### src/rtl/clken_pkg.sv
package clken_pkg;
    timeunit 1ns;
    timeprecision 1ps;

    typedef enum logic [1:0] {
        ST_INIT = 2'd0,
        ST_EXT  = 2'd1,
        ST_PLL  = 2'd2
    } mode_e;

    function automatic int imax(input int a, input int b);
        return (a > b) ? a : b;
    endfunction
endpackage

### src/rtl/clken_div.sv
// Strobe-driven counter: emits one pulse per RATIO source strobes.
module clken_div #(
    parameter int MAX_RATIO = 256,
    parameter int CW        = $clog2(MAX_RATIO + 1)
) (
    input  logic          clk,
    input  logic          rst,
    input  logic          restart,
    input  logic          tick,
    input  logic [CW-1:0] ratio,
    output logic          pulse
);
    timeunit 1ns;
    timeprecision 1ps;

    logic [CW-1:0] cnt;
    logic          at_end;

    assign at_end = (cnt == ratio - CW'(1));

    always_ff @(posedge clk) begin
        if (rst || restart) begin
            cnt <= '0;
        end else if (tick) begin
            cnt <= at_end ? '0 : cnt + CW'(1);
        end
    end

    // A cleared or restarting stage never emits.
    assign pulse = tick && at_end && !restart && !rst;

    // the count stays inside the active ratio whenever the stage runs
    p_cnt_below_ratio_r8 : assert property (@(posedge clk) disable iff (rst)
        !restart |-> (cnt < ratio));

    // an idle, non-restarting stage holds its count
    p_hold_without_tick_r10 : assert property (@(posedge clk) disable iff (rst)
        (!tick && !restart) |=> $stable(cnt));
endmodule

### src/rtl/clken_mode_fsm.sv
// Mode controller: tracks oscillator/PLL mode and derives restart requests.
module clken_mode_fsm
    import clken_pkg::*;
#(
    parameter int NTMR = 2
) (
    input  logic            clk,
    input  logic            rst,
    input  logic            ext_mode,
    input  logic            tbase_sel,
    input  logic [1:0]      spi_rate,
    input  logic [NTMR-1:0] tmr_pre,
    output mode_e           state,
    output logic            rs_all,
    output logic            rs_tref,
    output logic            rs_spi,
    output logic [NTMR-1:0] rs_tmr
);
    timeunit 1ns;
    timeprecision 1ps;

    mode_e           nxt;
    logic            tbase_q;
    logic [1:0]      spi_q;
    logic [NTMR-1:0] pre_q;
    logic            mode_rs;

    // State register
    always_ff @(posedge clk) begin
        if (rst) begin
            state <= ST_INIT;
        end else begin
            state <= nxt;
        end
    end

    // Previous select values, captured every cycle including reset
    always_ff @(posedge clk) begin
        tbase_q <= tbase_sel;
        spi_q   <= spi_rate;
        pre_q   <= tmr_pre;
    end

    // Transitions: INIT_TO_EXT, INIT_TO_PLL, EXT_TO_PLL, PLL_TO_EXT
    always_comb begin
        nxt = state;
        unique case (state)
            ST_INIT: nxt = ext_mode ? ST_EXT : ST_PLL;
            ST_EXT:  if (!ext_mode) nxt = ST_PLL;
            ST_PLL:  if (ext_mode)  nxt = ST_EXT;
            default: nxt = ST_INIT;
        endcase
    end

    // Restart outputs
    always_comb begin
        mode_rs = 1'b1;
        unique case (state)
            ST_INIT: mode_rs = 1'b1;
            ST_EXT:  mode_rs = !ext_mode;
            ST_PLL:  mode_rs = ext_mode;
            default: mode_rs = 1'b1;
        endcase
        rs_all  = mode_rs || rst;
        rs_tref = rs_all || ((state == ST_EXT) && (tbase_sel != tbase_q));
        rs_spi  = rs_all || (spi_rate != spi_q);
        for (int i = 0; i < NTMR; i++) begin
            rs_tmr[i] = rs_tref || (tmr_pre[i] != pre_q[i]);
        end
    end

    // the boot state lasts exactly one cycle after release
    p_init_exit_r1 : assert property (@(posedge clk) disable iff (rst)
        (state == ST_INIT) |=> (state != ST_INIT));

    // a running state always agrees with the mode seen one cycle earlier
    p_state_tracks_mode_r9 : assert property (@(posedge clk) disable iff (rst)
        (state != ST_INIT) |-> ((state == ST_EXT) == $past(ext_mode)));
endmodule

### src/rtl/clken_tree.sv
module clken_tree
    import clken_pkg::*;
#(
    parameter int EXT_SPI_DIV   = 96,
    parameter int EXT_PWM_DIV   = 128,
    parameter int EXT_TMR_DIV_A = 24,
    parameter int EXT_TMR_DIV_B = 26,
    parameter int PLL_SPI_DIV   = 576,
    parameter int PLL_PWM_DIV   = 768,
    parameter int PLL_TMR_DIV   = 144,
    parameter int PLL_BUS_DIV   = 2,
    parameter int UART_DIV      = 10,
    parameter int TMR_PRE_DIV   = 256,
    parameter int SPI_DIV_C0    = 32,
    parameter int SPI_DIV_C1    = 8,
    parameter int SPI_DIV_C2    = 2,
    parameter int SPI_DIV_C3    = 1
) (
    input  logic       clk,
    input  logic       rst,
    input  logic       ext_mode,
    input  logic       tbase_sel,
    input  logic [1:0] spi_rate,
    input  logic       t1_pre,
    input  logic       t2_pre,
    output logic       tref_en,
    output logic       t1_en,
    output logic       t2_en,
    output logic       pwm_en,
    output logic       spiref_en,
    output logic       spi_en,
    output logic       uart_en
);
    timeunit 1ns;
    timeprecision 1ps;

    localparam int NTMR     = 2;
    localparam int TREF_MAX = imax(imax(EXT_TMR_DIV_A, EXT_TMR_DIV_B), PLL_TMR_DIV);
    localparam int SPIR_MAX = imax(EXT_SPI_DIV, PLL_SPI_DIV);
    localparam int PWM_MAX  = imax(EXT_PWM_DIV, PLL_PWM_DIV);
    localparam int BUS_MAX  = imax(1, PLL_BUS_DIV);
    localparam int SPI_MAX  = imax(imax(SPI_DIV_C0, SPI_DIV_C1), imax(SPI_DIV_C2, SPI_DIV_C3));
    localparam int TREF_W   = $clog2(TREF_MAX + 1);
    localparam int SPIR_W   = $clog2(SPIR_MAX + 1);
    localparam int PWM_W    = $clog2(PWM_MAX + 1);
    localparam int BUS_W    = $clog2(BUS_MAX + 1);
    localparam int SPI_W    = $clog2(SPI_MAX + 1);
    localparam int TPRE_W   = $clog2(TMR_PRE_DIV + 1);
    localparam int UART_W   = $clog2(UART_DIV + 1);

    mode_e            state;
    logic             rs_all;
    logic             rs_tref;
    logic             rs_spi;
    logic [NTMR-1:0]  rs_tmr;
    logic [NTMR-1:0]  tmr_pre;
    logic [NTMR-1:0]  tmr_pulse;
    logic             is_ext;
    logic             bus_p;
    logic [TREF_W-1:0] tref_r;
    logic [SPIR_W-1:0] spir_r;
    logic [PWM_W-1:0]  pwm_r;
    logic [BUS_W-1:0]  bus_r;
    logic [SPI_W-1:0]  spi_r;
    logic [6:0]        all_en;

    assign tmr_pre = {t2_pre, t1_pre};

    clken_mode_fsm #(.NTMR(NTMR)) u_fsm (
        .clk      (clk),
        .rst      (rst),
        .ext_mode (ext_mode),
        .tbase_sel(tbase_sel),
        .spi_rate (spi_rate),
        .tmr_pre  (tmr_pre),
        .state    (state),
        .rs_all   (rs_all),
        .rs_tref  (rs_tref),
        .rs_spi   (rs_spi),
        .rs_tmr   (rs_tmr)
    );

    // Ratio selection: first stages follow the settled mode state
    always_comb begin
        is_ext = (state == ST_EXT);
        if (is_ext) begin
            tref_r = tbase_sel ? TREF_W'(EXT_TMR_DIV_B) : TREF_W'(EXT_TMR_DIV_A);
            spir_r = SPIR_W'(EXT_SPI_DIV);
            pwm_r  = PWM_W'(EXT_PWM_DIV);
            bus_r  = BUS_W'(1);
        end else begin
            tref_r = TREF_W'(PLL_TMR_DIV);
            spir_r = SPIR_W'(PLL_SPI_DIV);
            pwm_r  = PWM_W'(PLL_PWM_DIV);
            bus_r  = BUS_W'(PLL_BUS_DIV);
        end
        unique case (spi_rate)
            2'd0: spi_r = SPI_W'(SPI_DIV_C0);
            2'd1: spi_r = SPI_W'(SPI_DIV_C1);
            2'd2: spi_r = SPI_W'(SPI_DIV_C2);
            2'd3: spi_r = SPI_W'(SPI_DIV_C3);
            default: spi_r = SPI_W'(SPI_DIV_C0);
        endcase
    end

    // First stages, ticking every clock
    clken_div #(.MAX_RATIO(TREF_MAX)) u_tref (
        .clk(clk), .rst(rst), .restart(rs_tref), .tick(1'b1),
        .ratio(tref_r), .pulse(tref_en));

    clken_div #(.MAX_RATIO(SPIR_MAX)) u_spiref (
        .clk(clk), .rst(rst), .restart(rs_all), .tick(1'b1),
        .ratio(spir_r), .pulse(spiref_en));

    clken_div #(.MAX_RATIO(PWM_MAX)) u_pwm (
        .clk(clk), .rst(rst), .restart(rs_all), .tick(1'b1),
        .ratio(pwm_r), .pulse(pwm_en));

    clken_div #(.MAX_RATIO(BUS_MAX)) u_bus (
        .clk(clk), .rst(rst), .restart(rs_all), .tick(1'b1),
        .ratio(bus_r), .pulse(bus_p));

    // Second stages
    clken_div #(.MAX_RATIO(SPI_MAX)) u_spi (
        .clk(clk), .rst(rst), .restart(rs_spi), .tick(spiref_en),
        .ratio(spi_r), .pulse(spi_en));

    clken_div #(.MAX_RATIO(UART_DIV)) u_uart (
        .clk(clk), .rst(rst), .restart(rs_all), .tick(bus_p),
        .ratio(UART_W'(UART_DIV)), .pulse(uart_en));

    for (genvar g = 0; g < NTMR; g++) begin : g_tmr
        logic [TPRE_W-1:0] pre_r;
        assign pre_r = tmr_pre[g] ? TPRE_W'(1) : TPRE_W'(TMR_PRE_DIV);
        clken_div #(.MAX_RATIO(TMR_PRE_DIV)) u_pre (
            .clk(clk), .rst(rst), .restart(rs_tmr[g]), .tick(tref_en),
            .ratio(pre_r), .pulse(tmr_pulse[g]));
    end

    assign t1_en = tmr_pulse[0];
    assign t2_en = tmr_pulse[1];

    assign all_en = {uart_en, spi_en, spiref_en, pwm_en, t2_en, t1_en, tref_en};

    // nothing strobes while reset is held
    p_quiet_in_reset_r1 : assert property (@(posedge clk)
        rst |-> (all_en == '0));

    // no strobe is high in two consecutive cycles
    p_single_cycle_r8 : assert property (@(posedge clk) disable iff (rst)
        (|all_en) |=> ((all_en & $past(all_en)) == '0));

    // the cycle in which the mode input flips carries no strobe
    p_mode_quiet_r9 : assert property (@(posedge clk) disable iff (rst)
        !$stable(ext_mode) |-> (all_en == '0));

    // the SPI rate strobe coincides with a SPI reference strobe
    p_spi_on_ref_r5 : assert property (@(posedge clk) disable iff (rst)
        spi_en |-> spiref_en);

    // timer strobes coincide with a timer reference strobe
    p_tmr_on_tref_r6 : assert property (@(posedge clk) disable iff (rst)
        (t1_en || t2_en) |-> tref_en);
endmodule

### config.mk
export PLATFORM = sky130hd
export DESIGN_NAME = clken_tree
export DESIGN_NICKNAME = d
export VERILOG_FILES = /design/src/rtl/clken_pkg.sv /design/src/rtl/clken_div.sv /design/src/rtl/clken_mode_fsm.sv /design/src/rtl/clken_tree.sv
export SDC_FILE = /design/constraint.sdc
export NUM_CORES = 1
export LEC_CHECK = 0
export CORE_UTILIZATION = 60
export CTS_BUF_LIST = sky130_fd_sc_hd__clkbuf_4 sky130_fd_sc_hd__clkbuf_8
export CTS_CLUSTER_SIZE = 30
export DETAILED_ROUTE_END_ITERATION = 8
export DONT_BUFFER_PORTS = 1
export GPL_TIMING_DRIVEN = 0
export PLACE_DENSITY = 0.81
export SLEW_MARGIN = 20
export SYNTH_ARGS = -nofsm -noshare
export SYNTH_HDL_FRONTEND = slang
export SYNTH_SLANG_ARGS = --single-unit
### constraint.sdc
create_clock -name clk -period 2.43 [get_ports clk]
set_input_delay 0.1215 -clock clk [delete_from_list [all_inputs] [get_ports clk]]
set_output_delay 0.1215 -clock clk [all_outputs]
set_load 0.02 [all_outputs]
==> flow_metrics.tcl, run 1 <==
set metrics [dict create \
    status "complete, no violations" \
    clk_latency_ns 0.34 \
    syn_area_um2 3244 \
    vdd_drop_max_mv 0.3920 \
    synthTopCellsByArea "dfxtp_1 (40%), nor2_1 (5.6%), xnor2_1 (5.4%)" \
    synth_edf_count 0 \
    cts-buffers-inserted 9 \
    die-area_um2 5706 \
    path_buf_inv 1 \
    leakagePower_uw 0.001263 \
    min_from "ext_mode" \
    max_clock_freq_mhz 415.8 \
    crit_type "reg -> out" \
    drt-vias-per-instance 5.715 \
    grt_pass1_vias 2467 \
    ys_types 50 \
    synth_top_cell_area_share_pct 40.11 \
    antenna_found_initial 0 \
    drt_iter0_markers 124 \
    slew_viol_final 0 \
    fp.dieW_um 75.54 \
    cp-start-kind "flip-flop" \
    grt_max_degree 11 \
    multiInputGateArea_um2 1966 \
    syn_avg_cell_area_um2 8.405 \
    slowest_delay_ns 0.55 \
    cts_sinks 65 \
    yosys_warnings 0 \
    die_height_um 75.54 \
    placed_area_um2 3338 \
    wire_per_inst_um 14.22 \
    postLayoutCoreUtil_pct 73.68 \
    rr_endpoint "g_tmr[0].u_pre.cnt[3]" \
    htreeDepth 3 \
    yosys.area_share.xor_xnor_pct 9.988 \
    synth_fp_nets 405 \
    power.density_nw_per_um2 748.0 \
    cts_tree "built" \
    design_area_um2 3811 \
    overflow 0 \
    cp_top_family "simple AND/OR/NAND/NOR gates" \
    ys_seq_area_share_pct 40.11 \
    ys.flop_type "dfxtp_1" \
    period_share_pct 98.98 \
    placementRows 26 \
    maxCapViolations 0 \
    cts.path.max_buffers 2 \
    drc 0 \
    power_uw 2851 \
    hpwl_um 4416 \
    crit_arrival_ns 2.28 \
    setup_viol 0 \
    worstHoldPathCells 3 \
    vias 2789 \
    r2r_cells 9 \
    gp_congestion 0.9151 \
    seqCellArea_um2 1306 \
    cts-root-buf "clkbuf_8" \
    initial_utilization_pct 62.72 \
    yosysMostFrequentCell "dfxtp_1" \
    tightest_slew_ns 0.9222 \
    finClkSkew_ns 0.003453 \
    cp_slowest_cell "or4_4" \
    portBuffers 0 \
    layout.nets 434 \
    layout-drive-gt1-share_pct 12.68 \
    dr.pass1.iters 4 \
    place_inst 456 \
    end_kind "output port" \
    fillers 357 \
    cp_max_fo 7 \
    required_ns 2.31 \
    pin_count 15 \
    layout.cells.non_filler 488 \
    hold_end "u_fsm.state[0]" \
    r2r-start "u_fsm.state[0]" \
    synth_top_family_by_area "simple AND/OR/NAND/NOR gates" \
    synthArstFlopShare_pct 0 \
    yosysTopAreaCell "dfxtp_1" \
    synth_compound_area_share_pct 11.88 \
    hold_class "in -> reg" \
    diodes 0 \
    synthToLayoutAreaGrowth_pct 17.47 \
    worstPathCellList "inv_2, ha_4, mux2i_4, nand2_2, or4_4, nor4_4" \
    wl_um 6940 \
    synthMuxAreaShare_pct 1.620 \
    synthAdderAreaFrac_pct 4.242 \
    coreArea_um2 5172 \
    grt_usage_pct 24.30 \
    post-route-min-period_ns 2.405 \
    r2r_slack_ns 0.13 \
    netlist_top_cells_count "dfxtp_1 (65), nor2_1 (48), nand2_1 (31), nand3_1 (28), a21oi_1 (22)" \
    relSlewSlack_pct 38.23 \
    ant_nets 0 \
    clk_pin_slew_ns 0.07 \
    ys_ff_latch 65 \
    hold_viol 0 \
    synth-simple-area-share_pct 28.96 \
    postSynthCellCount 386 \
    grt_pass1_wl_um 10470 \
    setup_tns_ns 0 \
]
## power breakdown
| group | total (uW) | switching (uW) | internal (uW) |
|---|---|---|---|
| Combinational | 811 | 451 | 360 |
| Clock | 831 | 381 | 450 |
| Sequential | 1210 | 73.3 | 1140 |
## metrics by stage
step,hold slack (ns),setup slack (ns)
after floorplan,0.1492,0.1381
after global placement,0.1493,-0.06188
final,0.1388,0.02483
after detailed placement,0.1493,-0.1145
after global routing,0.1646,-0.04901
after CTS,0.08727,0.006416
## layer usage
metal / vias up / wire length, um / part of all wire (%) / GRT usage [%]
met1: 1310 / 3109 / 45 / 28.50
met3: 9 / 221 / 3.2 / 4.497
met4: 0 / 97 / 1.4 / 12.35
met2: 50 / 3512 / 51 / 42.46
met5: - / 0 / 0 / 0
li1: 1420 / - / - / -
## how the worst max path moves through the flow
stage                              start  slack, ns               endpoint  depth (start not counted)
after global placement    u_fsm.state[0]      -0.06  g_tmr[0].u_pre.cnt[8]                          8
after global routing      u_fsm.state[1]      -0.05                 spi_en                          6
after floorplan           u_fsm.state[0]       0.14                 spi_en                          6
final                     u_fsm.state[1]       0.02                 spi_en                          6
after CTS                 u_fsm.state[1]      0.006                tref_en                          7
after detailed placement  u_fsm.state[0]      -0.11  g_tmr[0].u_pre.cnt[8]                          8
## kinds of logic after synthesis
logic type,Yosys count
buffers and inverters,27
AND/OR/NAND/NOR,183
AO/OA/AOI/OAI,59
multiplexers,4
adder cells (fa/ha/maj),11
flip-flops,65
XOR/XNOR,37
## layout make-up
type / count / area share [%]
Multi-Input combinational cell: 294 / 51.58
Sequential cell: 65 / 34.27
Clock buffer: 14 / 4.563
Timing Repair Buffer: 20 / 4.465
Tap cell: 70 / 2.298
Inverter: 17 / 1.806
Buffer: 8 / 1.018
## tightest hold or removal path, delay by kind of cell
kind | cells | cell delay, ns
AOI/OAI and AO/OA | 1 | 0.07
muxes | 1 | 0.11
and+or+nand+nor | 1 | 0.13
## layout by cell type, fill, tap and decap left out, types with 5 or more instances in the layout
cell,synthesis,routed
dfxtp_1,65,63
nor2_1,48,48
nand2_1,31,31
nand3_1,28,28
a21oi_1,22,22
xnor2_1,20,20
xor2_1,17,17
or3_1,17,17
inv_1,17,15
buf_4,0,12
clkbuf_8,0,11
o22ai_1,9,9
nor3_1,10,8
o21ai_0,8,8
dlygate4sd3_1,0,8
ha_1,11,7
nand2b_1,8,6
o211ai_1,5,5
clkbuf_4,0,5
nor2b_1,6,5
## state kept, by name, indices dropped and copies added (netlist names)
signal           cells
g_tmr.u_pre.cnt     18
u_spi.cnt            6
u_bus.cnt            2
u_pwm.cnt           10
u_fsm.spi_q          2
u_fsm.tbase_q        1
u_uart.cnt           4
u_tref.cnt           8
u_spiref.cnt        10
u_fsm.pre_q          2
u_fsm.state          2
## timing repair
action | CTS | global route
hold buffers | 8 | 0
gates resized for setup | 17 | 13
endpoints found under the setup margin | 13 | 17
pin swaps | 6 | 5
gates cloned | 0 | 0
endpoints found under the hold margin | 7 | 0
setup buffers | 6 | 6
No activity file was read; power rests on OpenSTA's default activity.
==> inputs of run 2 (changes only) <==
SYNTH_HIERARCHICAL = 1   (was not set)
==> run 2 against run 1 <==
The run now ends with negative setup slack left. Clock power fell by 1%. Flip-flop and latch count did not move. Sequential power fell by 5%. Largest power group is now combinational cells.
==> flow_metrics.tcl, run 2 <==
set metrics [dict create \
    required_ns 2.70 \
    layout.cells.non_filler 989 \
    layout_common_cells "conb_1 (189), dfxtp_1 (63), xor2_1 (51)" \
    cts.path.max_buffers 2 \
    maxCapViolations 0 \
    hold_viol 0 \
    drt-vias-per-instance 5.405 \
    vdd_drop_max_mv 0.3359 \
    netlist_top_cells_count "dfxtp_1 (65), xor2_1 (53), xnor2_1 (47), nor2_1 (38)" \
    synthMuxAreaShare_pct 0.8382 \
    gp_congestion 0.8282 \
    ys_seq_area_share_pct 24.21 \
    postSynthCellCount 640 \
    design_area_um2 7132 \
    cts-root-buf "clkbuf_8" \
    largest_register_ffs 18 \
    largest_register "g_tmr.u_pre/cnt" \
    end_kind "flip-flop" \
    hold_class "in -> reg" \
    seqCellArea_um2 1309 \
    leakagePower_uw 0.002742 \
    ys_ff_latch 65 \
    drt_iter0_markers 193 \
    diodes 0 \
    cts_tree "built" \
    setup_ws_ns -1.017 \
    drc 0 \
    syn_avg_cell_area_um2 8.397 \
    die_height_um 96.64 \
    portBuffers 0 \
    antenna_found_initial 0 \
    period_share_pct 141.9 \
    max_clock_freq_mhz 290.1 \
    cp-start-kind "flip-flop" \
    die-area_um2 9339 \
    yosysMostFrequentCell "dfxtp_1" \
    pin_count 15 \
    dr.pass1.iters 5 \
    initial_utilization_pct 61.92 \
    mostFrequentLayoutCell "conb_1" \
    layout.nets 902 \
    wl_um 14180 \
    synth-simple-area-share_pct 29.13 \
    place_inst 935 \
    grt_pass1_wl_um 23530 \
    ys.flop_type "dfxtp_1" \
    synthToLayoutAreaGrowth_pct 32.71 \
    power_uw 3455 \
    finClkSkew_ns 0.01212 \
    tightest_slew_ns 0.7938 \
    hpwl_um 8791 \
    grt_usage_pct 30.01 \
    setup_tns_ns -18.55 \
    crit_type "reg -> reg" \
    rsz0062_at_grt "yes" \
    wire_per_inst_um 14.34 \
    cp_max_fo 8 \
    cts_sinks 65 \
    overflow 0 \
    violations "negative setup slack" \
    yosys_warnings 6 \
    setup_viol 35 \
    grt_pass1_vias 5364 \
    slew_viol_final 0 \
    relSlewSlack_pct 46.68 \
    synth_top_cell_area_share_pct 24.21 \
    synthAdderAreaFrac_pct 4.191 \
    power.density_nw_per_um2 484.5 \
    ant_nets 0 \
    post-route-min-period_ns 3.447 \
    fillers 540 \
    synthTopCellsByArea "dfxtp_1 (24%), xor2_1 (8.6%), xnor2_1 (7.7%)" \
    crit_arrival_ns 3.72 \
    yosysTopAreaCell "dfxtp_1" \
    layout-drive-gt1-share_pct 18.96 \
    fp.dieW_um 96.64 \
    synth_edf_count 0 \
    syn_area_um2 5374 \
    htreeDepth 3 \
    vias 5346 \
    grt_max_degree 16 \
    clk_pin_slew_ns 0.08 \
    largestRegisters "g_tmr.u_pre/cnt (18), u_pwm/cnt (10), u_spiref/cnt (10)" \
    ys_types 82 \
    clk_latency_ns 0.36 \
    status "finished, violations left" \
    coreArea_um2 8678 \
    placed_area_um2 6311 \
    synth_compound_area_share_pct 20.47 \
    cts-buffers-inserted 9 \
    multiInputGateArea_um2 4923 \
    placementRows 34 \
    synth_top_family_by_area "simple AND/OR/NAND/NOR gates" \
    synthArstFlopShare_pct 0 \
    yosys.area_share.xor_xnor_pct 16.60 \
]
run 2: critical path: stages, from the launching register on:
cell and delay [ns]:
dfxtp_4 0.38, and3b_2 0.26, inv_2 0.05, ha_4 0.25, xor2_1 0.15, o21ai_1 0.10, nor3_2 0.14, o2111ai_2 0.21
nor4_4 0.76, and3_4 0.29, and3_4 0.20, nand4_1 0.14, xor2_1 0.19, a211oi_1 0.23
run 2: routing by layer:
metal / track usage, % / vias up / wire length [um]
met5: 0 / - / 0
met4: 12.28 / 0 / 510
met3: 6.069 / 57 / 580
met1: 31.11 / 2518 / 5421
met2: 57.96 / 135 / 7667
li1: - / 2636 / -
run 2: final cells by class:
class	count	share of cell area, %
buffer	21	1.702
clock buffer	10	1.842
clock inverter	6	0.4912
inverter	33	1.807
multi-input combinational	707	69.04
sequential	65	18.35
tap	108	1.895
timing repair buffer	39	4.877
run 2: path summary, 6_finish.rpt:
check                          end  cells past startpoint  slack [ns]           start
max          g_tmr[1].u_pre/cnt[7]                     13       -1.02  u_fsm/state[1]
min reg2reg           u_spi/cnt[1]                      2        0.55    u_spi/cnt[1]
min                   u_bus/cnt[1]                      3        0.08             rst
max reg2reg  g_tmr[1].u_pre/cnt[7]                     13       -1.02  u_fsm/state[1]
run 2: power by group:
part / leakage (uW) / switching [uW] / total (uW) / internal, uW
clock network: 0.0000852 / 447 / 821 / 374
logic: 0.00213 / 821 / 1480 / 659
registers: 0.000527 / 51.0 / 1150 / 1100
run 2: cell families after synthesis:
group,count (synthesis)
fa+ha+maj,18
mux,4
buf+inv,56
xor+xnor,101
simple gates,252
compound gates,142
flops,65
other cells,2
run 2: per-stage QoR:
stage | util [%] | hold WS (ns) | setup WS [ns]
finish | 82.18 | 0.08357 | -1.017
global route | 82.18 | 0.07147 | -1.155
CTS | 80.35 | 0.04609 | -0.9398
detailed placement | 72.72 | 0.1494 | -1.171
global placement | 72.72 | 0.1494 | -1.068
floorplan | - | 0.1492 | -0.6900
run 2: repair_timing:
action / 4_1_cts / 5_1_grt
gates resized for setup: 52 / 33
gates cloned: 1 / 0
setup buffers: 26 / 8
endpoints found under the hold margin: 16 / 0
endpoints found under the setup margin: 53 / 53
hold buffers: 7 / 0
pin swaps: 31 / 25
==> inputs of run 3 (changes only) <==
ABC_AREA = 1   (was not set)
==> run 3 against run 2 <==
The run still ends with negative setup slack left. Sequential power barely moved. Flip-flop and latch count did not move. Hold slack got worse by 0.062 ns. Register-to-register slack improved by 0.51 ns. Critical path depth rose by 7. Non-clock buffer count fell by 19. Clock skew fell by 0.0016 ns. Wire length fell by 13%. Setup slack improved by 0.51 ns. Synthesized area rose by 3.8%. Combinational power fell by 27%. Fmax rose by 17%. Highest routed layer unchanged.
==> flow_metrics.tcl, run 3 <==
set metrics [dict create \
    synth_top_cell_area_share_pct 23.32 \
    crit_start "u_fsm/state[1]" \
    ys.flop_type "dfxtp_1" \
    max_clock_freq_mhz 340.1 \
    finClkSkew_ns 0.01055 \
    setup_tns_ns -6.970 \
    synthArstFlopShare_pct 0 \
    fp.dieW_um 98.44 \
    wl_um 12390 \
    clk_pin_slew_ns 0.07 \
    hpwl_um 8422 \
    die-area_um2 9690 \
    violations "negative setup slack" \
    portBuffers 0 \
    setup_ws_ns -0.5105 \
    grt_usage_pct 26.31 \
    r2r-start "u_fsm/state[1]" \
    relSlewSlack_pct 65.95 \
    gp_congestion 0.8211 \
    mostFrequentLayoutCell "nand2_1" \
    postLayoutCoreUtil_pct 80.29 \
    drt_iter0_markers 218 \
    pin_count 15 \
    clk_latency_ns 0.34 \
    status "finished, violations left" \
    crit_arrival_ns 3.17 \
    layout-drive-gt1-share_pct 16.37 \
    crit_type "reg -> reg" \
    synthTopCellsByArea "dfxtp_1 (23%), nand2_1 (20%), inv_1 (11%)" \
    overflow 0 \
    slew_viol_final 0 \
    period_share_pct 121.0 \
    vias 5607 \
    synthToLayoutAreaGrowth_pct 27.31 \
    cp-start-kind "flip-flop" \
    largest_register_ffs 18 \
    yosysTopAreaCell "dfxtp_1" \
    postSynthCellCount 937 \
    required_ns 2.66 \
    tightest_slew_ns 0.5089 \
    wire_per_inst_um 9.961 \
    syn_area_um2 5580 \
    cts_tree "built" \
    htreeDepth 3 \
    placementRows 34 \
    rsz0062_at_grt "yes" \
    whs_ns 0.02126 \
    maxCapViolations 0 \
    cp_max_fo 7 \
    end_kind "flip-flop" \
    ys_seq_area_share_pct 23.32 \
    netlist_top_cells_count "nand2_1 (293), inv_1 (164), nor2_1 (129), nand3_1 (71), dfxtp_1 (65)" \
    cts.path.max_buffers 2 \
    layout_common_cells "nand2_1 (288), inv_1 (158), conb_1 (144)" \
    ys_types 35 \
    cts-root-buf "clkbuf_8" \
    die_height_um 98.44 \
    syn_avg_cell_area_um2 5.956 \
    cts_sinks 65 \
    yosys_warnings 6 \
    yosysMostFrequentCell "nand2_1" \
    setup_viol 26 \
    drc 0 \
    dp_slack_ns -0.6410 \
    min_from "rst" \
    dr.pass1.iters 7 \
    drt-vias-per-instance 4.507 \
    ys_ff_latch 65 \
    coreArea_um2 8848 \
    synth_edf_count 0 \
    vdd_drop_max_mv 0.3520 \
    hold_class "in -> reg" \
    grt_pass1_vias 5090 \
    grt_max_degree 12 \
    initial_utilization_pct 63.07 \
    post-route-min-period_ns 2.941 \
    largestRegisters "g_tmr.u_pre/cnt (18), u_pwm/cnt (10), u_spiref/cnt (10)" \
    antenna_found_initial 0 \
    diodes 0 \
    hold_viol 0 \
    power.density_nw_per_um2 457.1 \
    ant_nets 0 \
    layout.nets 1157 \
    fillers 662 \
    leakagePower_uw 0.003517 \
    largest_register "g_tmr.u_pre/cnt" \
    cts-buffers-inserted 9 \
    grt_pass1_wl_um 21080 \
]
[run 3: cell types whose count changed in the layout (fill, tap and decap cells not counted), moves of 22 or more]
| cell | delta |
|---|---|
| nor2_2 | +32 |
| nand2_1 | +259 |
| inv_1 | +130 |
| nand3_1 | +54 |
| nand2b_1 | -25 |
| a211oi_1 | -22 |
| conb_1 | -45 |
| nor2_1 | +77 |
| xnor2_1 | -25 |
[run 3: cell families after synthesis]
| logic type | share of synthesized area (%) |
|---|---|
| AND/OR/NAND/NOR | 47.09 |
| buffers and inverters | 12.17 |
| flip-flops | 23.32 |
| XOR/XNOR | 10.31 |
| AO/OA/AOI/OAI | 2.758 |
| adder cells (fa/ha/maj) | 4.036 |
| other | 0.1346 |
| multiplexers | 0.1794 |
[run 3: routing by layer]
metal	share of wire [%]	global-route usage, %	vias to the layer above
met4	2.4	8.840	0
met2	48	46.48	113
met1	45	33.02	2406
li1	-	-	3054
met3	4.1	3.617	34
met5	0	0	-
[run 3: worst paths after layout]
| kind | end | slack [ns] | cells after the start |
|---|---|---|---|
| max | g_tmr[1].u_pre/cnt[6] | -0.51 | 20 |
| min | u_tref/cnt[7] | 0.02 | 3 |
| max reg2reg | g_tmr[1].u_pre/cnt[6] | -0.51 | 20 |
| min reg2reg | u_bus/cnt[0] | 0.52 | 2 |
[run 3: where the power goes]
group          total [uW]  internal (uW)  switching (uW)  leakage [uW]
Sequential           1130           1100            35.7      0.000527
Clock                1040            616             422      0.000117
Combinational        1080            405             674       0.00287
[run 3: critical path, cell delays in order, from the launching register on]
cell and delay, ns:
dfxtp_4 0.37, inv_4 0.08, nand2_8 0.06, nor2_4 0.10
inv_2 0.06, ha_4 0.27, nor2_2 0.03, nor2_1 0.08
nand2_1 0.07, nor2_1 0.08, nand2_1 0.09, nor2_4 0.12
nand4_4 0.10, nor2_4 0.39, nand2_2 0.15, nor3_4 0.23
nand3_2 0.11, buf_4 0.15, buf_4 0.13, xor2_1 0.13
nor2_1 0.05
[run 3: area by class of cell]
cell class | count | area (um^2) | area share (%)
Sequential cell | 65 | 1309 | 18.42
Buffer | 1 | 7.507 | 0.1057
Multi-Input combinational cell | 835 | 4410 | 62.08
Inverter | 179 | 680.7 | 9.581
Tap cell | 108 | 135.1 | 1.902
Clock buffer | 11 | 145.1 | 2.043
Timing Repair Buffer | 40 | 337.8 | 4.755
Clock inverter | 5 | 78.83 | 1.110
[run 3: stage by stage]
stage / area [um^2] / instances / power (uW)
finish: 7104 / 1244 / 3247
global route: 7104 / 1244 / 3430
CTS: 6953 / 1235 / 3152
detailed placement: 6309 / 1187 / 1957
global placement: 6309 / 1187 / 1939
floorplan: 6173 / 1079 / 1826
[run 3: what timing repair did]
action,CTS,global route
resized for setup,44,23
buffers inserted,26,12
setup endpoints to repair,33,32
hold buffers,6,0
cloned,1,0
endpoints found under the hold margin,14,0
pin swaps,28,29
